[src/rtl/sfsr_pkg.sv]
// Shared constants for the serial flash status controller.
package sfsr_pkg;
    localparam logic [7:0] OPC_SET_WE  = 8'h06;
    localparam logic [7:0] OPC_CLR_WE  = 8'h04;
    localparam logic [7:0] OPC_RD_STAT = 8'h05;
    localparam logic [7:0] OPC_WR_STAT = 8'h01;
    localparam int         LEN_CMD     = 8;
    localparam int         LEN_WR_STAT = 16;

    // Builds the status byte from its fields.
    function automatic logic [7:0] pack_status(input logic lock, input logic [2:0] prot,
                                               input logic we, input logic busy);
        return {lock, 2'b00, prot, we, busy};
    endfunction
endpackage

[src/rtl/sfsr_spi_rx.sv]
// SPI receive front end: finds SCK and chip-select edges in the clk domain,
// counts frame bits, captures the first byte as opcode and keeps the last
// byte shifted in. Assumes SPI inputs are already synchronous to clk and
// that each SCK phase lasts at least two clk cycles.
module sfsr_spi_rx #(
    parameter int FRAME_CAP = 31
) (
    input  logic                          clk,
    input  logic                          rst_n,
    input  logic                          sck,
    input  logic                          csn,
    input  logic                          si,
    output logic                          sck_fall,
    output logic                          frame_end,
    output logic                          opc_valid,
    output logic [7:0]                    opc_next,
    output logic [7:0]                    opcode,
    output logic [7:0]                    last_byte,
    output logic [$clog2(FRAME_CAP+1)-1:0] bit_cnt
);
    localparam int BCW = $clog2(FRAME_CAP + 1);

    logic sck_q, csn_q, sck_rise;

    // Delays SCK and chip select by one cycle for edge detection.
    always_ff @(posedge clk) begin
        if (!rst_n) begin
            sck_q <= 1'b0;
            csn_q <= 1'b1;
        end else begin
            sck_q <= sck;
            csn_q <= csn;
        end
    end

    assign sck_rise  = sck & ~sck_q & ~csn;
    assign sck_fall  = ~sck & sck_q & ~csn;
    assign frame_end = csn & ~csn_q;
    assign opc_next  = {last_byte[6:0], si};
    assign opc_valid = sck_rise && (bit_cnt == BCW'(7));

    // Counts bits of the current frame, saturating at FRAME_CAP.
    always_ff @(posedge clk) begin
        if (!rst_n)                                 bit_cnt <= '0;
        else if (csn)                               bit_cnt <= '0;
        else if (sck_rise && bit_cnt != BCW'(FRAME_CAP)) bit_cnt <= bit_cnt + BCW'(1);
    end

    // Shifts serial data in MSB first and latches the opcode byte.
    always_ff @(posedge clk) begin
        if (!rst_n) begin
            last_byte <= '0;
            opcode    <= '0;
        end else if (sck_rise) begin
            last_byte <= opc_next;
            if (opc_valid) opcode <= opc_next;
        end
    end

    p_count_steps_r10: assert property (@(posedge clk) disable iff (!rst_n)
        (!csn && !$past(csn) && bit_cnt != $past(bit_cnt)) |-> (bit_cnt == $past(bit_cnt) + BCW'(1)));
endmodule

[src/rtl/sfsr_so_tx.sv]
// Status transmitter: once a read is active, each falling SCK edge puts the
// next status bit on SO. Every eighth bit boundary reloads the live status.
// SO is enabled from the first falling edge of the read until chip select
// goes high.
module sfsr_so_tx (
    input  logic       clk,
    input  logic       rst_n,
    input  logic       csn,
    input  logic       sck_fall,
    input  logic       reading,
    input  logic [7:0] status,
    output logic       so,
    output logic       so_oe
);
    logic [7:0] sh;
    logic [2:0] pos;

    // Drives SO bit by bit and controls its enable.
    always_ff @(posedge clk) begin
        if (!rst_n) begin
            so    <= 1'b0;
            so_oe <= 1'b0;
            sh    <= '0;
            pos   <= '0;
        end else if (csn) begin
            so_oe <= 1'b0;
            pos   <= '0;
        end else if (reading && sck_fall) begin
            so_oe <= 1'b1;
            pos   <= pos + 3'd1;
            if (pos == 3'd0) begin
                so <= status[7];
                sh <= {status[6:0], 1'b0};
            end else begin
                so <= sh[7];
                sh <= {sh[6:0], 1'b0};
            end
        end
    end

    p_so_released_r12: assert property (@(posedge clk) disable iff (!rst_n)
        (csn && $past(csn)) |-> !so_oe);
endmodule

[src/rtl/sfsr_busy_timer.sv]
// Busy countdown: a start loads the cycle count, busy stays high while the
// count is non-zero, and done pulses in the last busy cycle. A load of zero
// is not expected.
module sfsr_busy_timer #(
    parameter int CW = 12
) (
    input  logic          clk,
    input  logic          rst_n,
    input  logic          start,
    input  logic [CW-1:0] load,
    output logic          busy,
    output logic          done
);
    logic [CW-1:0] cnt;

    // Loads on start, otherwise counts down to zero.
    always_ff @(posedge clk) begin
        if (!rst_n)          cnt <= '0;
        else if (start)      cnt <= load;
        else if (cnt != '0)  cnt <= cnt - CW'(1);
    end

    assign busy = (cnt != '0);
    assign done = (cnt == CW'(1)) && !start;

    p_count_down_r6: assert property (@(posedge clk) disable iff (!rst_n)
        ($past(busy) && !$past(start)) |-> (cnt == $past(cnt) - CW'(1)));
endmodule

[src/rtl/sfsr_status_ctrl.sv]
// Status register controller of a serial flash SPI target. It decodes the
// set/clear write-enable, read-status and write-status commands at the end
// of each frame, holds the lock, protect and write-enable bits, and grants
// program/erase start pulses from the core. Commands are checked against the
// exact frame length. Everything except read-status is refused while busy.
module sfsr_status_ctrl #(
    parameter int WRSR_CYCLES = 4000,
    parameter int OP_CYCLES   = 20000,
    parameter int FRAME_CAP   = 31
) (
    input  logic       clk,
    input  logic       rst_n,
    input  logic       spi_sck,
    input  logic       spi_csn,
    input  logic       spi_si,
    output logic       spi_so,
    output logic       spi_so_oe,
    input  logic       wp_n,
    input  logic       op_start,
    output logic [2:0] protect_o
);
    import sfsr_pkg::*;

    localparam int MAXC = (WRSR_CYCLES > OP_CYCLES) ? WRSR_CYCLES : OP_CYCLES;
    localparam int CW   = $clog2(MAXC + 1);
    localparam int BCW  = $clog2(FRAME_CAP + 1);

    logic           sck_fall, frame_end, opc_valid;
    logic [7:0]     opc_next, opcode, last_byte, status;
    logic [BCW-1:0] bit_cnt;
    logic           busy, done, start;
    logic           we, lock, reading;
    logic [2:0]     prot;
    logic           len_cmd, len_wr, do_set, do_clr, do_wr, do_op;
    logic [CW-1:0]  load;

    sfsr_spi_rx #(.FRAME_CAP(FRAME_CAP)) u_rx (
        .clk(clk), .rst_n(rst_n), .sck(spi_sck), .csn(spi_csn), .si(spi_si),
        .sck_fall(sck_fall), .frame_end(frame_end), .opc_valid(opc_valid),
        .opc_next(opc_next), .opcode(opcode), .last_byte(last_byte), .bit_cnt(bit_cnt)
    );

    sfsr_busy_timer #(.CW(CW)) u_tmr (
        .clk(clk), .rst_n(rst_n), .start(start), .load(load), .busy(busy), .done(done)
    );

    sfsr_so_tx u_tx (
        .clk(clk), .rst_n(rst_n), .csn(spi_csn), .sck_fall(sck_fall),
        .reading(reading), .status(status), .so(spi_so), .so_oe(spi_so_oe)
    );

    // Decodes a finished frame and the side-port request.
    always_comb begin
        len_cmd = (bit_cnt == BCW'(LEN_CMD));
        len_wr  = (bit_cnt == BCW'(LEN_WR_STAT));
        do_set  = frame_end && len_cmd && !busy && (opcode == OPC_SET_WE);
        do_clr  = frame_end && len_cmd && !busy && (opcode == OPC_CLR_WE);
        do_wr   = frame_end && len_wr && !busy && we && (opcode == OPC_WR_STAT)
                  && !(lock && !wp_n);
        do_op   = op_start && we && !busy && !do_wr;
        start   = do_wr || do_op;
        load    = do_wr ? CW'(WRSR_CYCLES) : CW'(OP_CYCLES);
    end

    // Holds the write-enable latch.
    always_ff @(posedge clk) begin
        if (!rst_n)               we <= 1'b0;
        else if (done || do_clr)  we <= 1'b0;
        else if (do_set)          we <= 1'b1;
    end

    // Holds the lock and protect bits written by a status write.
    always_ff @(posedge clk) begin
        if (!rst_n) begin
            lock <= 1'b0;
            prot <= 3'b000;
        end else if (do_wr) begin
            lock <= last_byte[7];
            prot <= last_byte[4:2];
        end
    end

    // Marks a read-status frame once its opcode byte is complete.
    always_ff @(posedge clk) begin
        if (!rst_n)                                    reading <= 1'b0;
        else if (spi_csn)                              reading <= 1'b0;
        else if (opc_valid && opc_next == OPC_RD_STAT) reading <= 1'b1;
    end

    assign status    = pack_status(lock, prot, we, busy);
    assign protect_o = prot;

    p_we_clear_at_end_r6: assert property (@(posedge clk) disable iff (!rst_n)
        $fell(busy) |-> !we);
    p_we_set_idle_r8: assert property (@(posedge clk) disable iff (!rst_n)
        $rose(we) |-> !$past(busy));
    p_lock_guard_r9: assert property (@(posedge clk) disable iff (!rst_n)
        (prot != $past(prot) || lock != $past(lock)) |-> !($past(lock) && !$past(wp_n)));
    p_write_needs_we_r5: assert property (@(posedge clk) disable iff (!rst_n)
        $rose(busy) |-> $past(we));
endmodule

[config.mk]
export PLATFORM = sky130hd
export DESIGN_NAME = sfsr_status_ctrl
export DESIGN_NICKNAME = d
export VERILOG_FILES = /design/src/rtl/sfsr_pkg.sv /design/src/rtl/sfsr_spi_rx.sv /design/src/rtl/sfsr_so_tx.sv /design/src/rtl/sfsr_busy_timer.sv /design/src/rtl/sfsr_status_ctrl.sv
export SDC_FILE = /design/constraint.sdc
export NUM_CORES = 1
export LEC_CHECK = 0
export BUFFER_PORTS_ARGS = -buffer_cell sky130_fd_sc_hd__buf_2
export CORE_MARGIN = 2
export CORE_UTILIZATION = 55
export DETAILED_ROUTE_END_ITERATION = 8
export PLACE_DENSITY = 0.8
export SKIP_LAST_GASP = 1
export SYNTH_ARGS = -nofsm -noshare
export SYNTH_HDL_FRONTEND = slang
export SYNTH_HIERARCHICAL = 1
export SYNTH_SLANG_ARGS = --single-unit
[constraint.sdc]
create_clock -name clk -period 2.8 [get_ports clk]
set_input_delay 0.14 -clock clk [delete_from_list [all_inputs] [get_ports clk]]
set_output_delay 0.14 -clock clk [all_outputs]
set_load 0.01 [all_outputs]
Word level (Yosys, flattened, before mapping)
Index checks and enable logic that the tools add are counted.
{"block": "totals", "reg_bits": 57, "inputBits": 7, "output_inout_bits": 5, "wordCells": 73}
{"block": "classes", "add_sub_neg": 3, "n_eq_ne": 9, "mux": 5, "bitwise_logic": 10, "reduce_logical": 32}
{"op": "two-way mux 15 bit", "n": 3}
{"op": "== test 8 x 3 -> 1 bit (second input constant)", "n": 3}
{"op": "logical AND 1 bit", "n": 18}
{"op": "== test 15 x 1 -> 1 bit (second input constant)", "n": 1}
{"op": "nonzero test 15 bit", "n": 1}
{"op": "subtractor 15 x 1 -> 15 bit (second input constant)", "n": 1}
{"op": "== test 8 x 1 -> 1 bit (second input constant)", "n": 1}
{"op": "two-way mux 8 bit", "n": 1}
{"op": "adder 5 x 1 -> 5 bit (second input constant)", "n": 1}
{"op": "AND 1 bit", "n": 5}
{"op": "== test 5 x 3 -> 1 bit (second input constant)", "n": 1}
{"op": "== test 5 x 4 -> 1 bit (second input constant)", "n": 1}
{"op": "== test 5 bit (second input constant)", "n": 1}
{"op": "zero test 1 bit", "n": 5}
{"op": "!= test 5 bit (second input constant)", "n": 1}
{"op": "inverter 1 bit", "n": 5}
{"op": "AND reduction 2 bit", "n": 2}
{"op": "OR reduction 2 bit", "n": 2}
{"op": "adder 3 x 1 -> 3 bit (second input constant)", "n": 1}
{"op": "zero test 3 bit", "n": 1}
{"op": "logical OR 1 bit", "n": 2}
{"op": "nonzero test 2 bit", "n": 1}
{"op": "two-way mux 1 bit", "n": 1}

Logic depth before layout (Yosys ltp)
Gate-level depths: netlist (run 1).
{"block": "logic_depth", "word_depth": 14, "ltp_mapped": 12}

Cells and area by module
Netlist (run 1), hierarchy kept.
{"module": "sfsr_spi_rx", "instances": 1, "cells_per_inst": 103, "area_each_um2": 1037.2, "seq_area_each_um2": 460.4}
{"module": "sfsr_busy_timer", "instances": 1, "cells_per_inst": 115, "area_each_um2": 910.9, "seq_area_each_um2": 300.3}
{"module": "sfsr_so_tx", "instances": 1, "cells_per_inst": 65, "area_each_um2": 554.3, "seq_area_each_um2": 240.2}
{"module": "sfsr_status_ctrl", "instances": 1, "cells_per_inst": 43, "area_each_um2": 387.9, "seq_area_each_um2": 120.1}

Worst setup path before layout (run 1)
OpenSTA, ideal clock, no wires.
{"block": "synth_timing", "path_kind": "register to register", "from": "register u_tmr.cnt[4]", "to": "register u_tmr.cnt[0]", "setup_ns": 0.146, "arrival_ns": 2.388, "required_time_ns": 2.654, "path_slack_ns": 0.265, "path_stages_with_launch": 11, "path_buffers": 2, "path_cell_list": "dfxtp_1 > nor4_2 > nand4_1 > nor4b_4 > nand3_1 > nand2_1 > clkbuf_1 > inv_1 > clkbuf_1 > o2111ai_1 > o311ai_0"}
{"block": "synth_between", "elab_chain_cells": 10, "elab_cells_between_ends": 12, "classes_between": "mux (1); reduce/logical (11)"}
{"item": "start: declaration", "line": "sfsr_busy_timer.sv:14", "rtl": "logic [CW-1:0] cnt;"}
{"item": "start signal: assignment", "line": "sfsr_busy_timer.sv:19", "rtl": "else if (start) cnt <= load;"}
{"item": "start signal: assignment", "line": "sfsr_busy_timer.sv:20", "rtl": "else if (cnt != '0) cnt <= cnt - CW'(1);"}
{"item": "nonzero test 15 bit *", "line": "sfsr_busy_timer.sv:23", "rtl": "assign busy = (cnt != '0);"}
{"item": "named net busy", "line": "sfsr_status_ctrl.sv:31", "rtl": "logic busy, done, start;"}
{"item": "zero test 1 bit *", "line": "sfsr_status_ctrl.sv:58, sfsr_status_ctrl.sv:60"}
{"item": "logical AND 1 bit (3 in a row)", "line": "sfsr_status_ctrl.sv:58", "rtl": "do_wr = frame_end && len_wr && !busy && we && (opcode == OPC_WR_STAT)"}
{"item": "logical AND 1 bit", "line": "sfsr_status_ctrl.sv:59", "rtl": "&& !(lock && !wp_n);"}
{"item": "zero test 1 bit", "line": "sfsr_status_ctrl.sv:60", "rtl": "do_op = op_start && we && !busy && !do_wr;"}
{"item": "logical AND 1 bit", "line": "sfsr_status_ctrl.sv:60"}
{"item": "logical OR 1 bit *", "line": "sfsr_status_ctrl.sv:61", "rtl": "start = do_wr || do_op;"}
{"item": "named net start", "line": "sfsr_status_ctrl.sv:31"}
{"item": "two-way mux 15 bit or nonzero test 2 bit (tied branches)"}
The timed path passes the listed nets; every way through them passes the cells marked *.
A chain may end at the register's enable or synchronous reset.

Final worst setup path (run 1)
{"block": "layout_timing", "from": "register u_tmr.cnt[0]", "to": "register u_tmr.cnt[4]"}
Same word-level chain as after synthesis.

==> results of run 1 <==
-- cell usage in the layout (no fill, tap or decap), types with 3 or more instances in the layout --
cell / synthesis / layout
or4_1: 4 / 4
nor4b_4: 3 / 3
nor2_1: 16 / 16
xor2_1: 3 / 3
nor3b_1: 5 / 5
inv_1: 9 / 8
o21ai_0: 16 / 16
nand2_1: 49 / 48
buf_2: 1 / 11
nor2b_1: 11 / 11
nand4_1: 7 / 7
buf_4: 9 / 11
dfxtp_1: 56 / 56
nand3_1: 13 / 13
o2111ai_1: 3 / 3
clkbuf_8: 1 / 5
nor3_1: 3 / 3
or3_1: 5 / 5
a31oi_1: 11 / 11
conb_1: 2 / 14
xnor2_1: 5 / 5
nor4_1: 5 / 5
ha_1: 6 / 6
mux2i_1: 23 / 23
a21oi_1: 8 / 8
-- final cells by class --
cell class	instances	area, µm²	area share [%]
clock buffer	5	68.82	2.212
tap	70	87.58	2.815
sequential	56	1121	36.03
clock inverter	3	46.29	1.488
inverter	10	41.29	1.327
timing repair buffer	22	137.6	4.423
multi-input combinational	246	1609	51.71
-- through the flow --
step	std cells	utilization (%)	power, mW
finish	412	61.32	2.154
global route	412	61.32	2.286
CTS	407	60.33	2.146
detailed placement	399	58.06	1.601
global placement	399	58.06	1.582
floorplan	338	-	1.444
-- synth_stat cells, types with 4 or more instances --
cell / n
xnor2_1: 5
dfxtp_1: 56
inv_1: 9
nand3_1: 13
nand4_1: 7
ha_1: 6
or3_1: 5
o21ai_0: 16
nand2_1: 49
nor2_1: 16
buf_4: 9
nor3b_1: 5
nor4_1: 5
clkbuf_1: 10
or4_1: 4
mux2i_1: 23
nor2b_1: 11
a21oi_1: 8
a31oi_1: 11
-- how the worst min path moves through the flow --
| stage | cells past startpoint | slack, ns | endpoint |
|---|---|---|---|
| 6_report | 2 | 0.07 | u_rx/sck_q$_SDFF_PN0_ |
| 5_1_grt | 2 | 0.07 | u_rx/sck_q$_SDFF_PN0_ |
| 4_1_cts | 2 | 0.07 | u_rx/sck_q$_SDFF_PN0_ |
| 3_5_place_dp | 2 | 0.41 | u_rx/sck_q$_SDFF_PN0_ |
| 3_3_place_gp | 2 | 0.39 | u_rx/sck_q$_SDFF_PN0_ |
| 2_1_floorplan | 1 | 0.22 | reading$_SDFFE_PP0P_ |
-- cell families (layout without fill, tap and decap cells) --
kind of cell               after synthesis  in the layout  synth area share [%]
adders and majority gates                6              6                 2.597
DFF                                     56             56                 38.79
xor gates and xnor gates                 8              8                 2.424
AOI/OAI and AO/OA                       51             51                 11.30
buffers and inverters                   36             40                 7.402
and+or+nand+nor                        143            143                 28.87
muxes                                   24             24                 8.355
other                                    2             14                0.2598
-- where the power goes --
| part | internal (mW) | switching (mW) |
|---|---|---|
| combinational | 0.290 | 0.372 |
| clock | 0.270 | 0.270 |
| sequential | 0.863 | 0.0890 |
-- sequential cells by signal, indices dropped and copies added (netlist names), 3 cells and up --
name / flops
protect_o: 3
u_rx/bit_cnt: 5
u_rx/last_byte: 8
u_rx/opcode: 8
u_tmr/cnt: 15
u_tx/pos: 3
u_tx/sh: 7
-- layer usage --
metal  routed length [µm]  vias to the layer above  track usage (%)
met3                  190                       10            5.095
li1                     -                     1156                -
met4                   88                        0            6.727
met2                 2794                       39            34.87
met5                    0                        -                0
met1                 2765                     1093            26.89
-- repair_timing --
item	4_1_cts	5_1_grt
buffers inserted	0	5
setup endpoints to repair	0	10
resized for setup	0	3
==> results.ini, run 1 <==
[global_route]
grt_pass1_vias=2197
grt_usage_pct=20.99
antenna_found_initial=0
grt_max_degree=38
grt_pass1_wl_um=9970
gr-total-overflow=0

[die]
io_pins=12
die_area_mm2=0.005851
rows=26
start_util_pct=56.95
die_w_um=76.49
core_mm2=0.005075
die_y_um=76.49

[critical_path]
critPathMaxStageDelay_ns=0.36
crit_path_cell_trace=inv_1 -> ha_1 -> nor4b_2 -> nand4_1 -> nor4b_4 -> nand3_1 -> nand2_2 -> clkinvlp_4 -> buf_4 -> o21ai_0 -> a21oi_1
reg2regPathDepth=11
rr_startpoint=u_tmr/cnt[0]$_SDFFE_PN0P_
r2r_slack_ns=0.25
critPathTopFamily=simple AND/OR/NAND/NOR gates
path_depth=11
worst-path-max-fanout=7
cp_data_required_time_ns=3.01
endpoint_kind=register
criticalPathCategory=register to register
cp-endpoint=u_tmr/cnt[4]$_SDFFE_PN0P_
critPathBufInv=3
cp-start-kind=register
worstSetupStartpoint=u_tmr/cnt[0]$_SDFFE_PN0P_
arrival_ns=2.76
r2r-end=u_tmr/cnt[4]$_SDFFE_PN0P_
cpMaxStageDelayCell=dfxtp_1

[run]
max-cap-violations=0

[cts]
cts-hold-fix-buffers=0
clock_path_buffers=2
cts-htree-levels=2
cts.sinks=56
clk_pin_slew_ns=0.10
cts_tree=yes
clk_latency_ns=0.32
root_buffer=clkbuf_8
cts_buffers=5

[synthesis]
synthCells=326
synth-edff-count=0
ys.flop_type=dfxtp_1
synth_top_area_cell=dfxtp_1
synth.distinct_cells=58
syn_avg_cell_area_um2=8.866
synth-seq-area-share_pct=38.79
ys_warn_count=6
synth-async-reset-ratio_pct=0
synth_area_leaders=dfxtp_1, mux2i_1, nand2_1
ys_ff_latch=56
synth_top_area_share_pct=38.79
synth_area_mm2=0.002890

[timing]
holdWs_ns=0.07143
finalSetupViolations=0
period_share_pct=90.93
timing.fmax_mhz=392.8
finClkSkew_ns=0.007639
maxSlewViolCount=0
grt_setup_unrepaired=false
relSlewSlack_pct=54.68
hold_violations=0
fin_ws_ns=0.2539
tightest_slew_ns=0.6783
fin_crit_ns=2.546
tns_ns=0

[place]
pre_cts_slack_ns=0.2315
hpwl_um=4023
routabilityCongestion=0.8979
placed_area_mm2=0.002947
io_buffers=11

[routing]
viasPerCell=5.578
wire_per_inst_um=14.17
drt_iter0_drc=197
ant_nets=0
drc=0
postRouteWirelength_um=5839
dr.pass1.iters=4
vias=2298

[pwr]
p_per_area_mw_per_mm2=692.3
vdd_ir_drop_max_mv=0.3868
leakage_nw=1.122

[hold_path]
min-delay-start=spi_sck
hold_class=input pin to register

[status]
status=finished, final reports clean

[layout]
nets=354
final_cell_area_mm2=0.003112
fillers=452
diodes=0
areaGrowthSynthToFinish_pct=7.662
drive_gt1_share_pct=13.16

No activity file was read; power rests on OpenSTA's default activity.
==> inputs of run 2 (changes only) <==
--- a/config.mk
+++ b/config.mk
@@ -6,10 +6,12 @@
 export NUM_CORES = 1
 export LEC_CHECK = 0
 export BUFFER_PORTS_ARGS = -buffer_cell sky130_fd_sc_hd__buf_2
+export CELL_PAD_IN_SITES_DETAIL_PLACEMENT = 1
+export CELL_PAD_IN_SITES_GLOBAL_PLACEMENT = 1
 export CORE_MARGIN = 2
-export CORE_UTILIZATION = 55
+export CORE_UTILIZATION = 47
 export DETAILED_ROUTE_END_ITERATION = 8
-export PLACE_DENSITY = 0.8
+export PLACE_DENSITY = 0.87
 export SKIP_LAST_GASP = 1
 export SYNTH_ARGS = -nofsm -noshare
 export SYNTH_HDL_FRONTEND = slang
==> run 2 against run 1 <==
Sequential power about the same; clock skew up 0.0016 ns; via count is 3.5% higher; die area increased by 16%; clock power fell by 15%; count of clock-buffer cells in the layout stayed put; combinational power up 2%; global-route usage grew 0.39 points; critical endpoint is now u_tmr/cnt[2]$_SDFFE_PN0P_; largest cell class unchanged.
==> results.ini, run 2 (same netlist as run 1, synthesis figures left out) <==
[critical_path]
cp-start-kind=register
crit_path_cell_trace=nor4_2 -> nand4_1 -> nor4b_4 -> nand3_1 -> nand2_2 -> clkinvlp_4 -> clkbuf_2 -> o21ai_0 -> a31oi_1
criticalPathCategory=register to register
r2r_slack_ns=0.25  ; about the same
path_depth=9  ; -2
cp_data_required_time_ns=3.01  ; about the same
cpMaxStageDelayCell=nor4_2
worst-path-max-fanout=8  ; +1
endpoint_kind=register
critPathBufInv=2  ; -1
reg2regPathDepth=9  ; -2
critPathTopFamily=simple AND/OR/NAND/NOR gates
r2r-end=u_tmr/cnt[2]$_SDFFE_PN0P_
worstSetupStartpoint=u_tmr/cnt[4]$_SDFFE_PN0P_
arrival_ns=2.77  ; about the same
rr_startpoint=u_tmr/cnt[4]$_SDFFE_PN0P_
critPathMaxStageDelay_ns=0.47  ; +0.11 ns
cp-endpoint=u_tmr/cnt[2]$_SDFFE_PN0P_

[layout]
top_register=u_tmr/cnt
drive_gt1_share_pct=13.16  ; unchanged
areaGrowthSynthToFinish_pct=6.926
diodes=0  ; unchanged
nets=354  ; unchanged
final_cell_mix=dfxtp_1, nand2_1, mux2i_1
layout_commonest_cell=dfxtp_1
largest_reg_flops=15  ; unchanged
reg_top3=u_tmr/cnt: 15 flops, u_rx/last_byte: 8 flops, u_rx/opcode: 8 flops
fillers=724  ; +60%

[die]
die_area_mm2=0.006793  ; +16%
die_w_um=82.42  ; +7.8%
core_mm2=0.005921  ; +17%
rows=28  ; +7.7%
die_y_um=82.42  ; +7.8%
io_pins=12  ; unchanged
start_util_pct=48.82  ; -8.1 points

[timing]
fin_ws_ns=0.2465  ; -0.007397 ns
finClkSkew_ns=0.009273  ; +0.001634 ns
fin_crit_ns=2.554  ; +0.007397 ns
period_share_pct=91.20  ; +0.26 points
maxSlewViolCount=0  ; unchanged
timing.fmax_mhz=391.6  ; -0.29%
relSlewSlack_pct=49.66  ; -5.0 points
finalSetupViolations=0  ; unchanged
hold_violations=0  ; unchanged
tightest_slew_ns=0.7534  ; +0.07507 ns
tns_ns=0  ; unchanged

[cts]
cts-htree-levels=2  ; unchanged
cts.sinks=56  ; unchanged
clk_pin_slew_ns=0.11  ; about the same
cts-hold-fix-buffers=0  ; unchanged
clock_path_buffers=2  ; unchanged
cts_buffers=5  ; unchanged
clk_latency_ns=0.32  ; about the same
root_buffer=clkbuf_8
cts_tree=yes

[routing]
drc=0  ; unchanged
postRouteWirelength_um=6993  ; +20%
ant_nets=0  ; unchanged
drt_iter0_drc=103  ; -48%
vias=2378  ; +3.5%
dr.pass1.iters=7  ; +3
viasPerCell=5.703  ; +2.2%
wire_per_inst_um=16.77  ; +18%

[pwr]
p_per_area_mw_per_mm2=675.0  ; -2.5%
leakage_nw=1.112  ; -0.84%
vdd_ir_drop_max_mv=0.2805  ; -27%

[global_route]
antenna_found_initial=0  ; unchanged
gr-total-overflow=0  ; unchanged
grt_max_degree=38  ; unchanged
grt_pass1_wl_um=11180  ; +12%
grt_usage_pct=21.38  ; +0.39 points
grt_pass1_vias=2380  ; +8.3%

[place]
io_buffers=11  ; unchanged
hpwl_um=4947  ; +23%
routabilityCongestion=0.8720  ; -2.9%
pre_cts_slack_ns=0.3587  ; +0.1272 ns

[hold_path]
hold_class=input pin to register

[status]
status=finished, final reports clean

[run]
max-cap-violations=0  ; unchanged

run 2: final cells by class:
cell class	count	area, µm²	share of cell area (%)
clock inverter	3	21.27	0.6883
inverter	10	41.29	1.336
multi-input combinational	246	1609	52.06
sequential	56	1121	36.28
timing repair buffer	22	135.1	4.372
tap	75	93.84	3.036
clock buffer	5	68.82	2.227
run 2: report_power, final:
group	total, mW	switching, mW	internal (mW)	leakage (nW)
clock	0.457	0.278	0.178	0.0445
sequential	0.954	0.0910	0.863	0.454
combinational	0.675	0.384	0.291	0.614
total	2.09	0.753	1.33	1.11
run 2: how the worst min path moves through the flow:
stage,from,cells after the start,end
final,spi_sck,2,u_rx/sck_q$_SDFF_PN0_
after global routing,spi_sck,2,u_rx/sck_q$_SDFF_PN0_
after CTS,spi_sck,2,u_rx/sck_q$_SDFF_PN0_
after detailed placement,spi_sck,2,u_rx/sck_q$_SDFF_PN0_
after global placement,spi_sck,2,u_rx/sck_q$_SDFF_PN0_
after floorplan,spi_csn,1,reading$_SDFFE_PP0P_
run 2: through the flow:
step	hold slack [ns]	total power, mW	cell area [µm²]	util, %	cells
final	0.09174	2.086	3090	52.20	417
after floorplan	0.2161	1.444	2935	-	338
after CTS	0.09452	2.080	3050	51.52	413
after global routing	0.1059	2.211	3090	52.20	417
after detailed placement	0.4216	1.612	2960	50.00	405
after global placement	0.3983	1.599	2960	50.00	405
run 2: repair_timing:
action                                  in CTS  in global routing
resized for setup                            0                  3
endpoints found under the setup margin       0                 12
endpoints found under the hold margin        0                  0
setup buffers                                0                  4
run 2: layer usage:
metal  vias up  global-route usage (%)  wire, µm  part of all wire (%)
li1       1160                       -         -                     -
met1      1184                   27.32      3207                    46
met2        25                   36.85      3544                    51
met3         9                   3.152       140                   2.0
met4         0                   7.000       100                   1.4
met5         -                       0         0                     0
